$ cat config.mk
export PLATFORM = sky130hd
export DESIGN_NAME = head_cache_mdf
export DESIGN_NICKNAME = d
export VERILOG_FILES = /design/src/rtl/hc_pkg.sv /design/src/rtl/hc_queue_track.sv /design/src/rtl/hc_mdf_pick.sv /design/src/rtl/hc_refill_seq.sv /design/src/rtl/hc_cell_ram.sv /design/src/rtl/head_cache_mdf.sv
export SDC_FILE = /design/constraint.sdc
export NUM_CORES = 2
export LEC_CHECK = 0
export BUFFER_PORTS_ARGS = -buffer_cell sky130_fd_sc_hd__buf_4
export CORE_MARGIN = 1
export CORE_UTILIZATION = 40
export DETAILED_ROUTE_END_ITERATION = 6
export GPL_TIMING_DRIVEN = 0
export HOLD_SLACK_MARGIN = 0.15
export SETUP_SLACK_MARGIN = 0.3
export SYNTH_ARGS = -nofsm -noshare
export SYNTH_HDL_FRONTEND = slang
export SYNTH_SLANG_ARGS = --single-unit
$ cat constraint.sdc
create_clock -name clk -period 21.3 [get_ports clk]
set_input_delay 1.065 -clock clk [delete_from_list [all_inputs] [get_ports clk]]
set_output_delay 1.065 -clock clk [all_outputs]
set_load 0.02 [all_outputs]
$ cat src/rtl/hc_pkg.sv
package hc_pkg;
  localparam int HC_NQ    = 4;
  localparam int HC_DEPTH = 32;
  localparam int HC_BLK   = 4;
  localparam int HC_LAT   = 3;
  localparam int HC_CW    = 16;

  // Total cache needed for zero-delay service under any request order.
  function automatic bit cap_ok(input int nq, input int depth, input int blk);
    real need;
    need = real'(nq) * real'(blk) * (2.0 + $ln(real'(nq)));
    return real'(nq * depth) >= need;
  endfunction
endpackage

$ cat src/rtl/hc_queue_track.sv
module hc_queue_track #(
  parameter int DEPTH = 32,
  parameter int BLK   = 4,
  localparam int PW   = $clog2(DEPTH),
  localparam int CNTW = $clog2(DEPTH + 1)
) (
  input  logic            clk,
  input  logic            rst,
  input  logic            pop,
  input  logic            push,
  input  logic            reserve,
  output logic [PW-1:0]   rd_ptr,
  output logic [PW-1:0]   wr_ptr,
  output logic [CNTW-1:0] cached,
  output logic [CNTW-1:0] occ
);
  logic [CNTW-1:0] pending;

  function automatic logic [PW-1:0] wrap_inc(input logic [PW-1:0] p);
    return (p == PW'(DEPTH - 1)) ? '0 : p + 1'b1;
  endfunction

  always_ff @(posedge clk) begin
    if (rst) begin
      rd_ptr  <= '0;
      wr_ptr  <= '0;
      cached  <= '0;
      pending <= '0;
    end else begin
      if (pop)  rd_ptr <= wrap_inc(rd_ptr);
      if (push) wr_ptr <= wrap_inc(wr_ptr);
      cached  <= cached + CNTW'(push) - CNTW'(pop);
      pending <= pending + (reserve ? CNTW'(BLK) : CNTW'(0)) - CNTW'(push);
    end
  end

  assign occ = cached + pending;

  assert_no_overflow_R6: assert property (@(posedge clk) disable iff (rst)
    occ <= CNTW'(DEPTH));
  assert_push_backed_R7: assert property (@(posedge clk) disable iff (rst)
    push |-> (pending != '0));
  assert_pop_hit_R3: assert property (@(posedge clk) disable iff (rst)
    pop |-> (cached != '0));
endmodule

$ cat src/rtl/hc_mdf_pick.sv
module hc_mdf_pick #(
  parameter int NQ    = 4,
  parameter int DEPTH = 32,
  parameter int BLK   = 4,
  parameter int QW    = 2,
  parameter int CNTW  = 6
) (
  input  logic [NQ-1:0][CNTW-1:0] occ,
  input  logic [NQ-1:0]           body_avail,
  output logic                    any_ok,
  output logic [QW-1:0]           pick
);
  logic [NQ-1:0]   elig;
  logic [CNTW-1:0] best;

  for (genvar g = 0; g < NQ; g++) begin : g_elig
    assign elig[g] = body_avail[g] && (occ[g] <= CNTW'(DEPTH - BLK));
  end

  // Strict less-than keeps the lowest index on ties.
  always_comb begin
    any_ok = 1'b0;
    pick   = '0;
    best   = '0;
    for (int i = 0; i < NQ; i++) begin
      if (elig[i] && (!any_ok || occ[i] < best)) begin
        any_ok = 1'b1;
        pick   = QW'(i);
        best   = occ[i];
      end
    end
  end
endmodule

$ cat src/rtl/hc_refill_seq.sv
module hc_refill_seq #(
  parameter int BLK = 4,
  parameter int LAT = 3,
  parameter int QW  = 2,
  localparam int CBW = $clog2(BLK + 1)
) (
  input  logic          clk,
  input  logic          rst,
  input  logic          any_ok,
  input  logic [QW-1:0] pick,
  output logic          issue,
  output logic          refill_req,
  output logic [QW-1:0] refill_q,
  output logic          cap,
  output logic [QW-1:0] cap_q
);
  logic [CBW-1:0]          cool;
  logic [CBW-1:0]          beats;
  logic [LAT-1:0]          pipe_v;
  logic [LAT-1:0][QW-1:0]  pipe_q;

  assign issue = any_ok && (cool == '0);
  assign cap   = (beats != '0);

  always_ff @(posedge clk) begin
    if (rst) begin
      cool       <= '0;
      beats      <= '0;
      refill_req <= 1'b0;
      refill_q   <= '0;
      cap_q      <= '0;
      pipe_v     <= '0;
      pipe_q     <= '0;
    end else begin
      refill_req <= issue;
      if (issue) refill_q <= pick;
      if (issue)              cool <= CBW'(BLK - 1);
      else if (cool != '0)    cool <= cool - 1'b1;
      pipe_v[0] <= issue;
      pipe_q[0] <= pick;
      for (int i = 1; i < LAT; i++) begin
        pipe_v[i] <= pipe_v[i-1];
        pipe_q[i] <= pipe_q[i-1];
      end
      if (pipe_v[LAT-1]) begin
        beats <= CBW'(BLK);
        cap_q <= pipe_q[LAT-1];
      end else if (beats != '0) begin
        beats <= beats - 1'b1;
      end
    end
  end
endmodule

$ cat src/rtl/hc_cell_ram.sv
module hc_cell_ram #(
  parameter int WORDS = 128,
  parameter int CW    = 16,
  parameter int AW    = 7
) (
  input  logic          clk,
  input  logic          we,
  input  logic [AW-1:0] waddr,
  input  logic [CW-1:0] wdata,
  input  logic          re,
  input  logic [AW-1:0] raddr,
  output logic [CW-1:0] rdata
);
  logic [CW-1:0] mem [WORDS];

  always_ff @(posedge clk) begin
    if (we) mem[waddr] <= wdata;
    if (re) rdata <= mem[raddr];
  end
endmodule

$ cat src/rtl/head_cache_mdf.sv
module head_cache_mdf #(
  parameter int NQ    = hc_pkg::HC_NQ,
  parameter int DEPTH = hc_pkg::HC_DEPTH,
  parameter int BLK   = hc_pkg::HC_BLK,
  parameter int LAT   = hc_pkg::HC_LAT,
  parameter int CW    = hc_pkg::HC_CW,
  localparam int QW   = (NQ > 1) ? $clog2(NQ) : 1
) (
  input  logic          clk,
  input  logic          rst,
  input  logic          sched_valid,
  input  logic [QW-1:0] sched_q,
  input  logic [NQ-1:0] body_avail,
  input  logic [CW-1:0] fill_data,
  output logic          rsp_valid,
  output logic [CW-1:0] rsp_data,
  output logic          underrun,
  output logic          refill_req,
  output logic [QW-1:0] refill_q
);
  localparam int PW    = $clog2(DEPTH);
  localparam int CNTW  = $clog2(DEPTH + 1);
  localparam int WORDS = NQ * DEPTH;
  localparam int AW    = $clog2(WORDS);
  localparam int CBW   = $clog2(BLK + 1);

  logic [NQ-1:0][PW-1:0]   rd_ptr_all, wr_ptr_all;
  logic [NQ-1:0][CNTW-1:0] cached_all, occ_all;
  logic [NQ-1:0]           pop, push, reserve;
  logic                    q_ok, hit, any_ok, issue, cap;
  logic [QW-1:0]           pick, cap_q;
  logic [AW-1:0]           raddr, waddr;

  assign q_ok = ({1'b0, sched_q} < (QW+1)'(NQ));
  assign hit  = sched_valid && q_ok && (cached_all[sched_q] != '0);

  for (genvar g = 0; g < NQ; g++) begin : g_q
    assign pop[g]     = hit && (sched_q == QW'(g));
    assign push[g]    = cap && (cap_q == QW'(g));
    assign reserve[g] = issue && (pick == QW'(g));
    hc_queue_track #(.DEPTH(DEPTH), .BLK(BLK)) u_trk (
      .clk(clk), .rst(rst), .pop(pop[g]), .push(push[g]), .reserve(reserve[g]),
      .rd_ptr(rd_ptr_all[g]), .wr_ptr(wr_ptr_all[g]),
      .cached(cached_all[g]), .occ(occ_all[g]));
  end

  hc_mdf_pick #(.NQ(NQ), .DEPTH(DEPTH), .BLK(BLK), .QW(QW), .CNTW(CNTW)) u_pick (
    .occ(occ_all), .body_avail(body_avail), .any_ok(any_ok), .pick(pick));

  hc_refill_seq #(.BLK(BLK), .LAT(LAT), .QW(QW)) u_seq (
    .clk(clk), .rst(rst), .any_ok(any_ok), .pick(pick), .issue(issue),
    .refill_req(refill_req), .refill_q(refill_q), .cap(cap), .cap_q(cap_q));

  assign raddr = AW'(sched_q) * AW'(DEPTH) + AW'(rd_ptr_all[sched_q]);
  assign waddr = AW'(cap_q) * AW'(DEPTH) + AW'(wr_ptr_all[cap_q]);

  hc_cell_ram #(.WORDS(WORDS), .CW(CW), .AW(AW)) u_ram (
    .clk(clk), .we(cap), .waddr(waddr), .wdata(fill_data),
    .re(hit), .raddr(raddr), .rdata(rsp_data));

  always_ff @(posedge clk) begin
    if (rst) begin
      rsp_valid <= 1'b0;
      underrun  <= 1'b0;
    end else begin
      rsp_valid <= hit;
      if (sched_valid && !hit) underrun <= 1'b1;
    end
  end

  // Observation registers used only by the properties below.
  logic [CBW-1:0] gap;
  logic [NQ-1:0]  body_d;
  always_ff @(posedge clk) begin
    if (rst) begin
      gap    <= CBW'(BLK);
      body_d <= '0;
    end else begin
      body_d <= body_avail;
      if (refill_req)              gap <= CBW'(1);
      else if (gap < CBW'(BLK))    gap <= gap + 1'b1;
    end
  end

  assert_rsp_follows_req_R2: assert property (@(posedge clk) disable iff (rst)
    rsp_valid |-> $past(sched_valid));
  assert_underrun_sticky_R3: assert property (@(posedge clk) disable iff (rst)
    underrun |=> underrun);
  assert_refill_gap_R4: assert property (@(posedge clk) disable iff (rst)
    refill_req |-> (gap >= CBW'(BLK)));
  assert_refill_eligible_R6: assert property (@(posedge clk) disable iff (rst)
    refill_req |-> body_d[refill_q]);
endmodule

Word level (Yosys, flattened, before mapping)
Memories as Yosys holds them, arrays and structs flattened. A register that Yosys moved wholly into a read port is not among the register bits. Cells that the tools add are included.

$lt $le $gt $ge: 9. Reductions and logical operators: 40. Equality and inequality tests: 17. $add $sub $neg: 32. Mux-type cells: 34.

Operator list (number): 2-to-1 mux 5 bit (10); adder 6 bit (8); subtractor 6 x 1 -> 6 bit (8); adder 5 x 1 -> 5 bit (second input constant) (8); == test 5 bit (second input constant) (8); adder 6 x 1 -> 6 bit (4); less-or-equal comparator 6 x 5 -> 1 bit (second input constant) (4); 2-to-1 mux 6 bit (4); logical AND 1 bit (22); binary-select mux 5 bit (select 2 bit) (2); < comparator 6 bit (3); 2-to-1 mux 3 bit (6); adder 7 x 5 -> 7 bit (2); binary-select mux 6 bit (select 2 bit) (1); == test 2 bit (second input constant) (6); 2-to-1 mux 2 bit (4); 2-to-1 mux 1 bit (7); == test 2 x 1 -> 1 bit (second input constant) (3); logical NOT 2 bit (3); < comparator 2 x 3 -> 1 bit (second input constant) (2); nonzero test 3 bit (2); nonzero test 6 bit (1); subtractor 3 x 1 -> 3 bit (second input constant) (2); logical NOT 1 bit (4); 4 further kinds (8).

RAM bits: 2048. Output and inout bits: 21. Logic and storage cells: 162. Input port bits: 25. Bits in registers: 110. Memories kept: 1.

Memories: u_ram.mem (depth 128, width 16, read ports 1, clocked after Yosys merged registers in 1, wr ports 1, RTL line hc_cell_ram.sv:14) `logic [CW-1:0] mem [WORDS];`.

Depth between registers and ports, before layout
Word-level depth: 21. Depth in mapped cells: 42. Depth with buffers taken out: 40.

Modules after synthesis
From an unflattened synthesis, not the netlist that was laid out.

Cell total of the unflattened synthesis: 3908. Area, all modules: 86285.3 sq um.

By module, submodules not included: hc_cell_ram (cells an instance 3086, times used 1, area each 78683.0 sq um); hc_queue_track at g_q[0].u_trk ... (cells an instance 152, times used 3, area each 1381.3 sq um); hc_queue_track at g_q[3].u_trk (cells an instance 152, times used 1, area each 1390.1 sq um); hc_mdf_pick (cells an instance 97, times used 1, area each 819.5 sq um); hc_refill_seq (cells an instance 67, times used 1, area each 733.2 sq um); head_cache_mdf (cells an instance 50, times used 1, area each 515.5 sq um).

Least setup slack after synthesis
OpenSTA, ideal clock, no wires.

Path kind: reg-to-reg. From: reg g_q[0].u_trk.cached[0]. To: reg g_q[3].u_trk.pending[5]. Required time: 21.172 ns. Arrival: 7.429 ns. Stages on the path, launching flop included: 41. Slack: 13.744 ns. Library setup time: 0.128 ns. Cell sequence: dfxtp_1 > ha_1 > inv_1 > fa_1 > nand2b_1 > o2bb2ai_1 > mux2i_1 > o221a_2 > nand2b_1 > ha_1 > a21o_1 > a21oi_1 > o21ai_0 > a21oi_1 > o21ba_2 > clkbuf_1 > a21o_1 > inv_1 > (+5 left out) > a31oi_1 > buf_2 > o21ai_0 > ha_1 > a21o_1 > a21o_1 > a21oi_1 > nand2_1 > o41ai_2 > o21ai_0 > or2_2 > ha_1 > inv_1 > fa_1 > a21o_1 > a21oi_1 > xnor2_1 > nor2_1.

Word-level cells in the longest chain between the ends: 21.

RTL lines: start, declared (RTL line hc_queue_track.sv:14) `output logic [CNTW-1:0] cached,`; start signal, assigned (RTL line hc_queue_track.sv:32) `cached <= cached + CNTW'(push) - CNTW'(pop);`; adder 6 bit * (RTL line hc_queue_track.sv:37) `assign occ = cached + pending;`; less-or-equal comparator 6 x 5 -> 1 bit (RTL line hc_mdf_pick.sv:17) `assign elig[g] = body_avail[g] && (occ[g] <= CNTW'(DEPTH - BLK));`; logical AND 1 bit (RTL line hc_mdf_pick.sv:17); 2-to-1 mux 6 bit / 2-to-1 mux 1 bit (equally long branches) (RTL line hc_mdf_pick.sv:26) `if (elig[i] && (!any_ok || occ[i] < best)) begin`; < comparator 6 bit / logical NOT 1 bit (equally long branches) (RTL line hc_mdf_pick.sv:26); logical OR 1 bit (RTL line hc_mdf_pick.sv:26); logical AND 1 bit (RTL line hc_mdf_pick.sv:26); 2-to-1 mux 6 bit / 2-to-1 mux 1 bit (equally long branches) (RTL line hc_mdf_pick.sv:26); (+5 left out); logical OR 1 bit (RTL line hc_mdf_pick.sv:26); logical AND 1 bit (RTL line hc_mdf_pick.sv:26); 2-to-1 mux 2 bit / 2-to-1 mux 1 bit (equally long branches) (RTL line hc_mdf_pick.sv:26); == test 2 bit / logical AND 1 bit (equally long branches) (RTL line head_cache_mdf.sv:40, hc_refill_seq.sv:22); logical AND 1 bit * (RTL line head_cache_mdf.sv:40) `assign reserve[g] = issue && (pick == QW'(g));`; 2-to-1 mux 3 bit * (RTL line hc_queue_track.sv:33) `pending <= pending + (reserve ? CNTW'(BLK) : CNTW'(0)) - CNTW'(push);`; adder 6 bit * (RTL line hc_queue_track.sv:33); subtractor 6 x 1 -> 6 bit * (RTL line hc_queue_track.sv:33); end signal, assigned (RTL line hc_queue_track.sv:33); end, declared (RTL line hc_queue_track.sv:17) `logic [CNTW-1:0] pending;`.

Mark *: on every way between the ends. The rest lies on a longest branch, timed or not. A chain may end at the register's enable or synchronous reset.

Worst setup path in the final report
From: reg g_q[0].u_trk.cached[1]. To: reg g_q[3].u_trk.pending[5].

Same word-level chain as after synthesis.

==> metrics.yaml <==
p_per_area_nw_per_um2: 98.6
crit_type: "flip-flop to flip-flop"
r2r_start: "g_q[0].u_trk.cached[1]"
async_flop_share_pct: 0
rsz0062_at_grt: "false"
io_buffers: 42
grt_max_degree: 129
root_buffer: "clkbuf_16"
dp_hpwl_mm: 148
initial_core_util_pct: 40.3
wl_per_cell_um: 29.1
cts_resized: 0
worst_pin_slew_ns: 1.40
synth_flop_cell: "edfxtp_1"
path_max_fanout: 10
hold_viol: 0
startpoint: "g_q[0].u_trk.cached[1]"
drc: 0
synth_area_um2: 86800
yosysSeqAreaShare_pct: 73.9
area_growth_pct: 15.7
nets: 4922
slew_violations: 0
path_depth: 39
fp.coreArea_um2: 215000
max_slew_margin_pct: 6.53
fin_tns_setup_ns: 0
synth-seq-cells: 2173
die_y_um: 468
cp.required_ns: 21.99
outcome: "complete, no violations"
worstHoldPathType: "flip-flop to flip-flop"
core.rowCount: 170
vias_per_cell: 5.65
antenna_found_initial: 11
critPathLaunchType: "flip-flop"
ant_nets: 0
min_period_ns: 8.90
crit_top_cell: "a21o_1"
drive_gt1_share_pct: 26.1
clk_latency_ns: 0.88
cts.clk_slew.worst_paths_ns: 0.06
slowest_delay_ns: 0.57
ys_warn_count: 0
grt_use_total_pct: 20.7
yosys.area.top_type_share_pct: 71.4
first_global_vias: 44200
setup.worst_path.end_class: "flip-flop"
die_w_um: 468
cp_num_buf_inv: 6
vias: 44100
power.total_w: 0.00990
drtIter0Drc: 5105
numCtsBuffers: 215
synth_top_cell_by_area: "edfxtp_1"
ioPinCount: 46
cts_tree: "built"
finalClockSkew_ns: 0.0559
die_area_um2: 219000
dr.pass1.iters: 5
cts_num_sinks: 2173
ys_types: 58
hold_buffers: 0
r2r_end: "g_q[3].u_trk.pending[5]"
fill_cells: 17900
max-vdd-ir-drop_mv: 0.0680
post-route-period-util_pct: 41.8
syn_avg_cell_area_um2: 19.8
overflow: 0
cpMaxStageDelayCell: "fa_1"
cp_top_family: "compound AO/OA/AOI/OAI gates"
htree_levels: 4
clockBufferDepth: 3
r2r_slack_ns: 12.40
drv_cap: 0
synth-edff-count: 2064
post_cts_buffers: 0
p_leak_nw: 31.1
r2r_cells: 39
setup.worst_path.end: "g_q[3].u_trk.pending[5]"
setup_viol_count_final: 0
place.gp.congestion: 0.897
synth_cells: 4382
yosys-top-cells-area: "edfxtp_1 71%, mux4_2 14%, dfxtp_1 2.5%"
clock.fmax_ghz: 0.112
grt_pass1_wl_mm: 322
finalWirelength_mm: 227
worstPathArrival_ns: 9.59
[kinds of logic after synthesis]
logic type               Yosys count  synth area share (%)
AO/OA/AOI/OAI                    435                  3.21
XOR/XNOR                          52                 0.524
adder cells (fa/ha/maj)          116                  1.78
buffers and inverters            329                  1.63
flip-flops                      2173                  73.9
multiplexers                     721                  15.9
other                              1               0.00432
AND/OR/NAND/NOR                  555                  3.03
[area by class of cell]
type / instances / area [um2] / share of cell area (%)
sequential: 2173 / 64200 / 63.9
multi-input combinational: 1882 / 21600 / 21.5
clock buffer: 268 / 5670 / 5.65
tap: 2838 / 3550 / 3.54
timing repair buffer: 180 / 2760 / 2.74
clock inverter: 127 / 1260 / 1.25
buffer: 227 / 1050 / 1.04
inverter: 102 / 383 / 0.381
antenna: 4 / 10.0 / 0.00997
[metal layers]
metal / vias up / share of wire, % / track usage (%) / routed length (um)
met5: - / 0.026 / 0 / 58
met4: 6 / 2.9 / 6.39 / 6600
met3: 328 / 7.5 / 4.09 / 17100
li1: 18700 / - / - / -
met2: 1727 / 49 / 34.0 / 111000
met1: 23300 / 40 / 27.9 / 91700
[worst min-delay path by stage]
| stage | from | end | slack (ns) | depth (start not counted) |
|---|---|---|---|---|
| after floorplan | u_seq.pipe_q[0] | u_seq.pipe_q[2] | 0.41 | 1 |
| after global placement | u_seq.pipe_q[1] | u_seq.pipe_q[3] | 0.43 | 1 |
| after detailed placement | u_seq.pipe_q[3] | u_seq.pipe_q[5] | 0.43 | 1 |
| after CTS | sched_valid | underrun | 0.42 | 3 |
| after global routing | u_seq.pipe_q[2] | u_seq.pipe_q[4] | 0.45 | 1 |
| final | u_seq.pipe_q[3] | u_seq.pipe_q[5] | 0.44 | 1 |
[cells in the mapped netlist, types with 16 or more instances]
library cell  count
ha_1            104
nand3_1          20
o21ai_0          28
clkbuf_1        133
edfxtp_1       2064
buf_2            44
inv_1           102
o31ai_1          16
mux2_2           64
nor3_1           27
xor2_1           27
nor2b_1          93
xnor2_1          25
mux2i_1         134
o21ai_1          16
nand2_1          55
buf_1            30
dfxtp_1         109
nor2_1          281
a21oi_1         142
mux4_2          523
o22ai_1          32
a211oi_1        136
a21o_1           29
[state kept, by name (all words and copies together), names as in the netlist, 6 cells and up]
name	count
g_q.u_trk.rd_ptr	20
u_seq.pipe_q	6
u_ram.rdata	16
g_q.u_trk.pending	24
g_q.u_trk.wr_ptr	20
g_q.u_trk.cached	24
u_ram.mem	2048
[stage by stage]
step	cell area (um2)	std cells	hold slack (ns)	util [%]	worst slack [ns]
after floorplan	86800	4384	0.414	-	13.74
after global placement	90700	7264	0.427	42.1	12.62
after global routing	100000	7799	0.454	46.7	11.64
after CTS	100000	7794	0.423	46.6	12.44
after detailed placement	93400	7399	0.426	43.4	12.48
final	100000	7801	0.436	46.7	12.40
[cell usage in the layout (no fill, tap or decap), types with 39 or more instances in the layout]
cell,Yosys,final
a211oi_1,136,136
a21oi_1,142,142
buf_2,44,44
buf_6,14,41
buf_8,0,99
clkbuf_1,133,169
clkbuf_16,0,218
clkinv_1,0,46
clkinv_2,0,39
dfxtp_1,109,109
edfxtp_1,2064,2064
ha_1,104,104
inv_1,102,102
mux2_2,64,64
mux2i_1,134,134
mux4_2,523,523
nand2_1,55,55
nor2_1,281,153
nor2_2,0,128
nor2b_1,93,93
[power breakdown]
part / total [W] / internal [W] / switching (W)
clock: 0.00374 / 0.00213 / 0.00161
sequential: 0.00481 / 0.00476 / 0.0000535
combinational: 0.00135 / 0.000559 / 0.000786
(Power assumes the default switching activity.)
